`src/rtl/fbs_pkg.sv`:
```
package fbs_pkg;

    typedef enum logic [2:0] {
        ST_OFF,
        ST_BCHK,
        ST_PREQ,
        ST_PWAIT,
        ST_WAIT,
        ST_SIZE,
        ST_LINE
    } fbs_state_e;

    localparam logic [1:0] MODE_PAL_ONLY  = 2'd1;
    localparam logic [1:0] MODE_DATA_ONLY = 2'd2;

    localparam int          HDR_BYTES  = 512;
    localparam logic [9:0]  OFF_LONG   = 10'h200;
    localparam logic [9:0]  OFF_SHORT  = 10'h020;
    localparam logic [2:0]  LOG2_WIDE  = 3'd4;

endpackage

```
`src/rtl/fbs_depth_dec.sv`:
```
module fbs_depth_dec
    import fbs_pkg::*;
(
    input  logic [2:0] code_i,
    input  logic       tft_i,
    input  logic       data_only_i,
    output logic       ok_o,
    output logic [2:0] bpp_log2_o,
    output logic [4:0] bpp_o,
    output logic       color12_o,
    output logic [9:0] hdr_off_o
);
    always_comb begin
        ok_o = 1'b1;
        unique case (code_i)
            3'd0:    begin bpp_log2_o = 3'd0; ok_o = 1'b0; end
            3'd1:    bpp_log2_o = 3'd1;
            3'd2:    bpp_log2_o = 3'd2;
            3'd3:    bpp_log2_o = 3'd3;
            default: bpp_log2_o = LOG2_WIDE;
        endcase
        bpp_o     = 5'd1 << bpp_log2_o;
        color12_o = (bpp_log2_o == LOG2_WIDE) && !tft_i;
        if (data_only_i)
            hdr_off_o = '0;
        else if (code_i >= 3'd3)
            hdr_off_o = OFF_LONG;
        else
            hdr_off_o = OFF_SHORT;
    end
endmodule

```
`src/rtl/fbs_size_chk.sv`:
```
module fbs_size_chk #(
    parameter int AW = 32,
    parameter int LW = 10
) (
    input  logic [LW-1:0] w_m1_i,
    input  logic [LW-1:0] h_m1_i,
    input  logic [2:0]    bpp_log2_i,
    input  logic [9:0]    hdr_off_i,
    input  logic [AW-1:0] top_i,
    input  logic [AW-1:0] bot_i,
    output logic          fits_o,
    output logic [LW+2:0] stride_o
);
    localparam int PW = 2 * (LW + 1);
    localparam int BW = PW + 4;
    localparam int CW = ((BW + 2 > AW) ? BW + 2 : AW) + 2;

    logic [LW:0]   w, h;
    logic [PW-1:0] prod;
    logic [BW-1:0] bits, bytes;
    logic [CW-1:0] need, limit;
    logic [AW-1:0] span;
    logic [LW+4:0] sbits;

    always_comb begin
        w      = {1'b0, w_m1_i} + (LW+1)'(1);
        h      = {1'b0, h_m1_i} + (LW+1)'(1);
        prod   = PW'(w) * PW'(h);
        bits   = {4'b0, prod} << bpp_log2_i;
        bytes  = bits >> 3;
        need   = CW'(bytes) + CW'(hdr_off_i);
        span   = bot_i - top_i;
        limit  = CW'(span) + CW'(2);
        fits_o = (need <= limit);
        sbits  = {4'b0, w} << bpp_log2_i;
        stride_o = (LW+3)'(sbits >> 3);
    end
endmodule

```
`src/rtl/fbs_range.sv`:
```
module fbs_range #(
    parameter int LW = 10
) (
    input  logic          sub_en_i,
    input  logic          sub_first_i,
    input  logic [LW-1:0] sub_line_i,
    input  logic [LW-1:0] h_m1_i,
    output logic [LW-1:0] first_o,
    output logic [LW:0]   end_o,
    output logic          any_o
);
    always_comb begin
        first_o = (sub_en_i && sub_first_i) ? sub_line_i : '0;
        if (sub_en_i && !sub_first_i)
            end_o = {1'b0, sub_line_i};
        else
            end_o = {1'b0, h_m1_i} + (LW+1)'(1);
        any_o = ({1'b0, first_o} < end_o);
    end
endmodule

```
`src/rtl/fbfetch_seq.sv`:
```
module fbfetch_seq
    import fbs_pkg::*;
#(
    parameter int AW = 32,
    parameter int LW = 10
) (
    input  logic          clk,
    input  logic          rst_n,
    input  logic          enable_i,
    input  logic [1:0]    load_mode_i,
    input  logic          tft_i,
    input  logic          dual_i,
    input  logic [LW-1:0] width_m1_i,
    input  logic [LW-1:0] height_m1_i,
    input  logic          sub_en_i,
    input  logic          sub_first_i,
    input  logic [LW-1:0] sub_line_i,
    input  logic [AW-1:0] buf0_top_i,
    input  logic [AW-1:0] buf0_bot_i,
    input  logic [AW-1:0] buf1_top_i,
    input  logic [AW-1:0] buf1_bot_i,
    input  logic [3:0]    bound_ok_i,
    input  logic [1:0]    dma_mask_i,
    input  logic          frame_start_i,
    output logic          rd_valid_o,
    input  logic          rd_ready_i,
    output logic [AW-1:0] rd_addr_o,
    output logic [LW+2:0] rd_len_o,
    output logic          rd_hdr_o,
    input  logic          pal_valid_i,
    input  logic [15:0]   pal_word_i,
    output logic          active_o,
    output logic [4:0]    pix_bpp_o,
    output logic          pix_12bit_o,
    output logic [LW-1:0] line_first_o,
    output logic [LW:0]   line_end_o,
    output logic [LW+2:0] stride_o,
    output logic          pal_done_o,
    output logic          sync_err_o,
    output logic          off_done_o,
    output logic [2:0]    dma_cond_o,
    output logic          dma_irq_o
);
    localparam int LEN_W = LW + 3;

    typedef struct packed {
        fbs_state_e      st;
        logic            en_prev;
        logic            init;
        logic            cur;
        logic [15:0]     pal_word;
        logic            rd_valid;
        logic [AW-1:0]   rd_addr;
        logic [LEN_W-1:0] rd_len;
        logic            rd_hdr;
        logic [LW:0]     line;
        logic [LW:0]     line_end;
        logic [LW-1:0]   line_first;
        logic [LEN_W-1:0] stride;
        logic [4:0]      bpp;
        logic            c12;
        logic            pal_done;
        logic            sync_err;
        logic            off_done;
        logic [2:0]      cond;
        logic            irq;
    } seq_t;

    seq_t seq_d, seq_q;

    // current buffer selection
    logic [AW-1:0] top_sel, bot_sel;
    logic          bounds_bad;

    // decode of held palette word
    logic          dec_ok, dec_c12;
    logic [2:0]    dec_log2;
    logic [4:0]    dec_bpp;
    logic [9:0]    dec_off;
    logic          fits;
    logic [LEN_W-1:0] stride_w;
    logic [LW-1:0] rng_first;
    logic [LW:0]   rng_end;
    logic          rng_any;
    logic [AW-1:0] start_addr;

    assign top_sel    = seq_q.cur ? buf1_top_i : buf0_top_i;
    assign bot_sel    = seq_q.cur ? buf1_bot_i : buf0_bot_i;
    assign bounds_bad = !bound_ok_i[0] || !bound_ok_i[1] ||
                        (dual_i && (!bound_ok_i[2] || !bound_ok_i[3]));

    fbs_depth_dec u_dec (
        .code_i      (seq_q.pal_word[14:12]),
        .tft_i       (tft_i),
        .data_only_i (load_mode_i == MODE_DATA_ONLY),
        .ok_o        (dec_ok),
        .bpp_log2_o  (dec_log2),
        .bpp_o       (dec_bpp),
        .color12_o   (dec_c12),
        .hdr_off_o   (dec_off)
    );

    fbs_size_chk #(.AW(AW), .LW(LW)) u_size (
        .w_m1_i     (width_m1_i),
        .h_m1_i     (height_m1_i),
        .bpp_log2_i (dec_log2),
        .hdr_off_i  (dec_off),
        .top_i      (top_sel),
        .bot_i      (bot_sel),
        .fits_o     (fits),
        .stride_o   (stride_w)
    );

    fbs_range #(.LW(LW)) u_range (
        .sub_en_i    (sub_en_i),
        .sub_first_i (sub_first_i),
        .sub_line_i  (sub_line_i),
        .h_m1_i      (height_m1_i),
        .first_o     (rng_first),
        .end_o       (rng_end),
        .any_o       (rng_any)
    );

    assign start_addr = top_sel + AW'(dec_off) + (AW'(rng_first) * AW'(stride_w));

    always_comb begin
        seq_d          = seq_q;
        seq_d.en_prev  = enable_i;
        seq_d.pal_done = 1'b0;
        seq_d.sync_err = 1'b0;
        seq_d.off_done = 1'b0;
        seq_d.cond     = '0;
        seq_d.irq      = 1'b0;

        unique case (seq_q.st)
            ST_OFF: begin
                if (enable_i && !seq_q.en_prev)
                    seq_d.st = ST_BCHK;
            end
            ST_BCHK: begin
                seq_d.cur = 1'b0;
                if (bounds_bad) begin
                    seq_d.cond[2] = 1'b1;
                    seq_d.irq     = dma_mask_i[1];
                    seq_d.st      = ST_OFF;
                end else if (load_mode_i != MODE_DATA_ONLY) begin
                    seq_d.init     = 1'b1;
                    seq_d.rd_valid = 1'b1;
                    seq_d.rd_addr  = buf0_top_i;
                    seq_d.rd_len   = LEN_W'(HDR_BYTES);
                    seq_d.rd_hdr   = 1'b1;
                    seq_d.st       = ST_PREQ;
                end else begin
                    seq_d.st = ST_WAIT;
                end
            end
            ST_PREQ: begin
                if (rd_ready_i) begin
                    seq_d.rd_valid = 1'b0;
                    seq_d.st       = ST_PWAIT;
                end
            end
            ST_PWAIT: begin
                if (pal_valid_i) begin
                    seq_d.pal_word = pal_word_i;
                    if (seq_q.init) begin
                        seq_d.init     = 1'b0;
                        seq_d.pal_done = 1'b1;
                        seq_d.st       = ST_WAIT;
                    end else begin
                        seq_d.st = ST_SIZE;
                    end
                end
            end
            ST_WAIT: begin
                if (frame_start_i) begin
                    if (load_mode_i == MODE_PAL_ONLY) begin
                        seq_d.st = ST_WAIT;
                    end else if (load_mode_i == MODE_DATA_ONLY) begin
                        seq_d.st = ST_SIZE;
                    end else begin
                        seq_d.rd_valid = 1'b1;
                        seq_d.rd_addr  = top_sel;
                        seq_d.rd_len   = LEN_W'(HDR_BYTES);
                        seq_d.rd_hdr   = 1'b1;
                        seq_d.st       = ST_PREQ;
                    end
                end
            end
            ST_SIZE: begin
                if (!dec_ok) begin
                    seq_d.st = ST_WAIT;
                end else if (!fits) begin
                    seq_d.sync_err = 1'b1;
                    seq_d.cur      = 1'b0;
                    seq_d.st       = ST_OFF;
                end else begin
                    seq_d.cond[seq_q.cur] = 1'b1;
                    seq_d.irq        = dma_mask_i[0];
                    seq_d.cur        = dual_i ? !seq_q.cur : seq_q.cur;
                    seq_d.bpp        = dec_bpp;
                    seq_d.c12        = dec_c12;
                    seq_d.stride     = stride_w;
                    seq_d.line_first = rng_first;
                    seq_d.line_end   = rng_end;
                    seq_d.line       = {1'b0, rng_first};
                    seq_d.rd_addr    = start_addr;
                    seq_d.rd_len     = stride_w;
                    seq_d.rd_hdr     = 1'b0;
                    seq_d.rd_valid   = rng_any;
                    seq_d.st         = rng_any ? ST_LINE : ST_WAIT;
                end
            end
            ST_LINE: begin
                if (rd_ready_i) begin
                    if (seq_q.line + (LW+1)'(1) == seq_q.line_end) begin
                        seq_d.rd_valid = 1'b0;
                        seq_d.st       = ST_WAIT;
                    end else begin
                        seq_d.line    = seq_q.line + (LW+1)'(1);
                        seq_d.rd_addr = seq_q.rd_addr + AW'(seq_q.stride);
                    end
                end
            end
            default: seq_d.st = ST_OFF;
        endcase

        if (!enable_i && seq_q.st != ST_OFF) begin
            seq_d          = seq_q;
            seq_d.en_prev  = 1'b0;
            seq_d.st       = ST_OFF;
            seq_d.rd_valid = 1'b0;
            seq_d.cur      = 1'b0;
            seq_d.init     = 1'b0;
            seq_d.pal_done = 1'b0;
            seq_d.sync_err = 1'b0;
            seq_d.cond     = '0;
            seq_d.irq      = 1'b0;
            seq_d.off_done = (load_mode_i != MODE_PAL_ONLY);
        end
    end

    always_ff @(posedge clk or negedge rst_n) begin
        if (!rst_n) begin
            seq_q    <= '0;
            seq_q.st <= ST_OFF;
        end else begin
            seq_q <= seq_d;
        end
    end

    assign rd_valid_o   = seq_q.rd_valid;
    assign rd_addr_o    = seq_q.rd_addr;
    assign rd_len_o     = seq_q.rd_len;
    assign rd_hdr_o     = seq_q.rd_hdr;
    assign active_o     = (seq_q.st != ST_OFF);
    assign pix_bpp_o    = seq_q.bpp;
    assign pix_12bit_o  = seq_q.c12;
    assign line_first_o = seq_q.line_first;
    assign line_end_o   = seq_q.line_end;
    assign stride_o     = seq_q.stride;
    assign pal_done_o   = seq_q.pal_done;
    assign sync_err_o   = seq_q.sync_err;
    assign off_done_o   = seq_q.off_done;
    assign dma_cond_o   = seq_q.cond;
    assign dma_irq_o    = seq_q.irq;

endmodule

```
`config.mk`:
```
export PLATFORM = sky130hd
export DESIGN_NAME = fbfetch_seq
export DESIGN_NICKNAME = d
export VERILOG_FILES = /design/src/rtl/fbs_pkg.sv /design/src/rtl/fbs_depth_dec.sv /design/src/rtl/fbs_size_chk.sv /design/src/rtl/fbs_range.sv /design/src/rtl/fbfetch_seq.sv
export SDC_FILE = /design/constraint.sdc
export NUM_CORES = 1
export LEC_CHECK = 0
export BUFFER_PORTS_ARGS = -buffer_cell sky130_fd_sc_hd__buf_2
export CAP_MARGIN = 20
export CORE_MARGIN = 1
export CORE_UTILIZATION = 40
export CTS_BUF_LIST = sky130_fd_sc_hd__clkbuf_4
export DETAILED_ROUTE_END_ITERATION = 7
export GPL_TIMING_DRIVEN = 0
export HOLD_SLACK_MARGIN = 0.12
export SLEW_MARGIN = 25
export SYNTH_ARGS = -nofsm -noshare
export SYNTH_HDL_FRONTEND = slang
export SYNTH_SLANG_ARGS = --single-unit
export TNS_END_PERCENT = 1
```
`constraint.sdc`:
```
create_clock -name clk -period 10.6 [get_ports clk]
set_clock_uncertainty 0.2 [all_clocks]
set_input_delay 1.06 -clock clk [delete_from_list [all_inputs] [get_ports clk]]
set_output_delay 1.06 -clock clk [all_outputs]
set_load 0.01 [all_outputs]
```
==> impl_metrics.csv <==
group,metric,value,unit
status,status,"completed",
finish,layout_common_cells,"inv_1, nand2_1, buf_2",
floorplan,coreArea,54200,um2
grt,grt_max_degree,77,
logic_synthesis,yosysWarnings,0,
grt,grt_pass1_wl,124000,um
placement,preCtsSetupSlack,-2.04,ns
critical_path,crit_top_cell,"fa_1",
cts,cts.clk_slew.worst_paths,0.21,ns
finish,area_delta_synth_final,15.8,%
finish,nFillCells,5467,
cts,cts_sinks,112,
timing,slew_headroom,0.184,
timing,max_slew.worst_pin.slew,1.19,ns
critical_path,endpoint_kind,"register",
logic_synthesis,synthTopCellsByArea,"fa_1, dfrtp_1, ha_1",
timing,setup_violations,0,
logic_synthesis,synth_top_area_share,0.167,
logic_synthesis,synth-edff-count,0,
finish,final_nets,3698,
logic_synthesis,synth_area,22100,um2
cts,ctsHtreeMaxLevel,3,
finish,drive_gt1_frac,0.192,
cts,clockRootBuffer,"clkbuf_4",
route,drt-initial-drc-count,1948,
hold_path,hold_class,"register to register",
finish,multi_input_area,17500,um2
grt,grt_busiest_layer,"met2",
critical_path,cp.required,10.93,ns
finish,postLayoutCoreUtil,0.472,
power,cellLeakagePower,12.5,nW
flow_run,maxCapViolCount,0,
floorplan,die_area,56300,um2
finish,final_common_cell,"inv_1",
critical_path,critical_path_arrival,10.76,ns
grt,grt_util_met1,0.375,
power,p_per_area,254,nW/um2
timing,timing.final.crit_share,0.983,
critical_path,critPathSlowestCell,"fa_1",
finish,register_area,2800,um2
timing,fin_crit,10.42,ns
route,routed_wl,81300,um
logic_synthesis,ys_ff_latch,112,
logic_synthesis,synth_area_leader_cell,"fa_1",
timing,fin_ws,0.177,ns
floorplan,die_h,237,um
grt,grt_pass1_vias,21800,
logic_synthesis,synthCells,2782,
floorplan,rows,85,
floorplan,die_w,237,um
route,antenna_left,0,
logic_synthesis,ys_seq_area_frac,0.127,
critical_path,crit_type,"input port to register",
logic_synthesis,syn_avg_cell_area,7.96,um2
route,firstDrtPassIters,6,
cts,ctsLongestPathBuffers,2,
grt,antenna_found_initial,7,
logic_synthesis,yosys_most_used_dff,"dfrtp_1",
grt,gr-usage-met2,0.485,
grt,overflow,0,
critical_path,cpPeakStageDelay,0.57,ns
route,avgViaCountPerCell,5.77,
floorplan,ios,287,
route,vias,22000,
timing,fmax,95.9,MHz
placement,dpl.hpwl,66900,um
timing,slew_violations,0,
grt,grtUsageTotal,0.286,
timing,report.final.hold_viol_count,0,
route,route.detailed.drc,0,
power,ir_worst_vdd,0.000203,V
critical_path,critPathLaunchType,"input port",
logic_synthesis,ys_types,93,
logic_synthesis,synthArstFlopShare,1.00,
critical_path,cp_max_fo,7,
cts,cts_buffers,9,
cts,cts_tree,"done",
timing,rsz0062_at_grt,"true",
placement,port_buffers,270,
grt,gr-usage-met3,0.0334,
floorplan,initial_utilization,0.408,
placement,gp_congestion,0.966,
cts,clk_latency,0.63,ns
route,wl_per_cell,21.3,um
## critical path: cells and delay by family
family | cells | cell delay [ns]
AOI/OAI and AO/OA | 15 | 3.74
buffers and inverters | 8 | 1.01
and+or+nand+nor | 7 | 1.07
adders and majority gates | 7 | 3.04
muxes | 1 | 0.31
xor gates and xnor gates | 2 | 0.54
## timing repair
| action | 4_1_cts | 5_1_grt |
|---|---|---|
| resized for setup | 41 | 122 |
| hold buffers | 1 | 0 |
| endpoints found under the hold margin | 36 | 0 |
| pin swaps | 13 | 39 |
| setup buffers | 8 | 31 |
| setup endpoints to repair | 103 | 103 |
| cloned | 1 | 4 |
## layout make-up
cell class / count / area share
Clock inverter: 7 / 0.00356
Tap cell: 696 / 0.0340
Multi-Input combinational cell: 2149 / 0.684
Antenna cell: 8 / 0.000781
Timing Repair Buffer: 315 / 0.0711
Buffer: 204 / 0.0483
Sequential cell: 112 / 0.109
Clock buffer: 9 / 0.00264
Inverter: 317 / 0.0465
## sequential cells by signal, indices dropped and copies added (netlist names)
register and count:
pix_bpp_o 5, dma_cond_o 3, pix_12bit_o 1, sync_err_o 1
pal_done_o 1, rd_hdr_o 1, rd_addr_o 32, line_first_o 10
seq_q 20, line_end_o 11, rd_len_o 12, rd_valid_o 1
off_done_o 1, stride_o 12, dma_irq_o 1
## worst paths after layout
kind / slack (ns) / cells after the start / from / to
worst max register to register: 0.72 / 32 / seq_q[119] / rd_addr_o[27]
worst min-delay path: 0.30 / 1 / line_first_o[6] / line_first_o[6]
worst min register to register: 0.30 / 1 / line_first_o[6] / line_first_o[6]
max in group asynchronous: 8.79 / 3 / rst_n / rd_addr_o[23]
worst max-delay path: 0.18 / 40 / width_m1_i[3] / rd_addr_o[6]
min in group asynchronous: 0.67 / 2 / rst_n / seq_q[50]
## power by group
part           leakage, nW  internal [mW]  switching, mW
logic                 11.0           2.31           3.19
clock network       0.0830         0.0596          0.197
registers             1.45          0.585          0.180
total                 12.5           2.96           3.56
## kinds of logic after synthesis
group                      Yosys count  share of synthesized area
AOI/OAI and AO/OA                  609                      0.185
xor gates and xnor gates           152                     0.0602
adders and majority gates          398                      0.288
buffers and inverters              523                      0.105
DFF                                112                      0.127
muxes                              103                     0.0518
other                                1                   0.000169
and+or+nand+nor                    884                      0.184
## through the flow
step / power (mW) / cell area [um2] / instances / hold slack [ns] / setup TNS [ns]
finish: 6.52 / 25600 / 3817 / 0.304 / 0
global route: 7.12 / 25600 / 3813 / 0.334 / -11.80
CTS: 6.21 / 24800 / 3775 / 0.311 / 0
detailed placement: 5.84 / 24400 / 3750 / 0.269 / -192.35
global placement: 5.73 / 24400 / 3749 / 0.269 / -181.72
floorplan: 4.42 / 22100 / 2783 / 0.244 / 0
## cells in the mapped netlist (9+ instances only)
master and n:
xor2_1 68, a211oi_1 20, buf_4 91, nor3_1 44
a31oi_1 21, or2_2 15, a22oi_1 10, nor4_1 11
a21oi_1 127, inv_1 315, clkbuf_1 90, o21ai_0 162
o21bai_1 9, dfrtp_1 112, nand2_1 308, a221o_1 9
mux2i_1 46, buf_2 9, o22ai_1 15, o31ai_1 24
nor2_1 257, buf_1 16, and2_1 43, nor2b_1 33
o211ai_1 11, and3_1 19, nand3_1 55, xnor2_1 84
or3_1 14, nand2b_1 21, o221ai_1 11, nand4_1 29
fa_1 185, o21a_1 28, and4_1 9, a221oi_1 14
a21o_1 42, mux2_2 47, ha_1 213
## layer usage
layer,wire [um],vias to the layer above
li1,-,10100
met4,2840,0
met2,38900,941
met1,34200,10800
met3,5360,173
met5,0,-
Note: power is estimated with default switching activity, not from simulation.
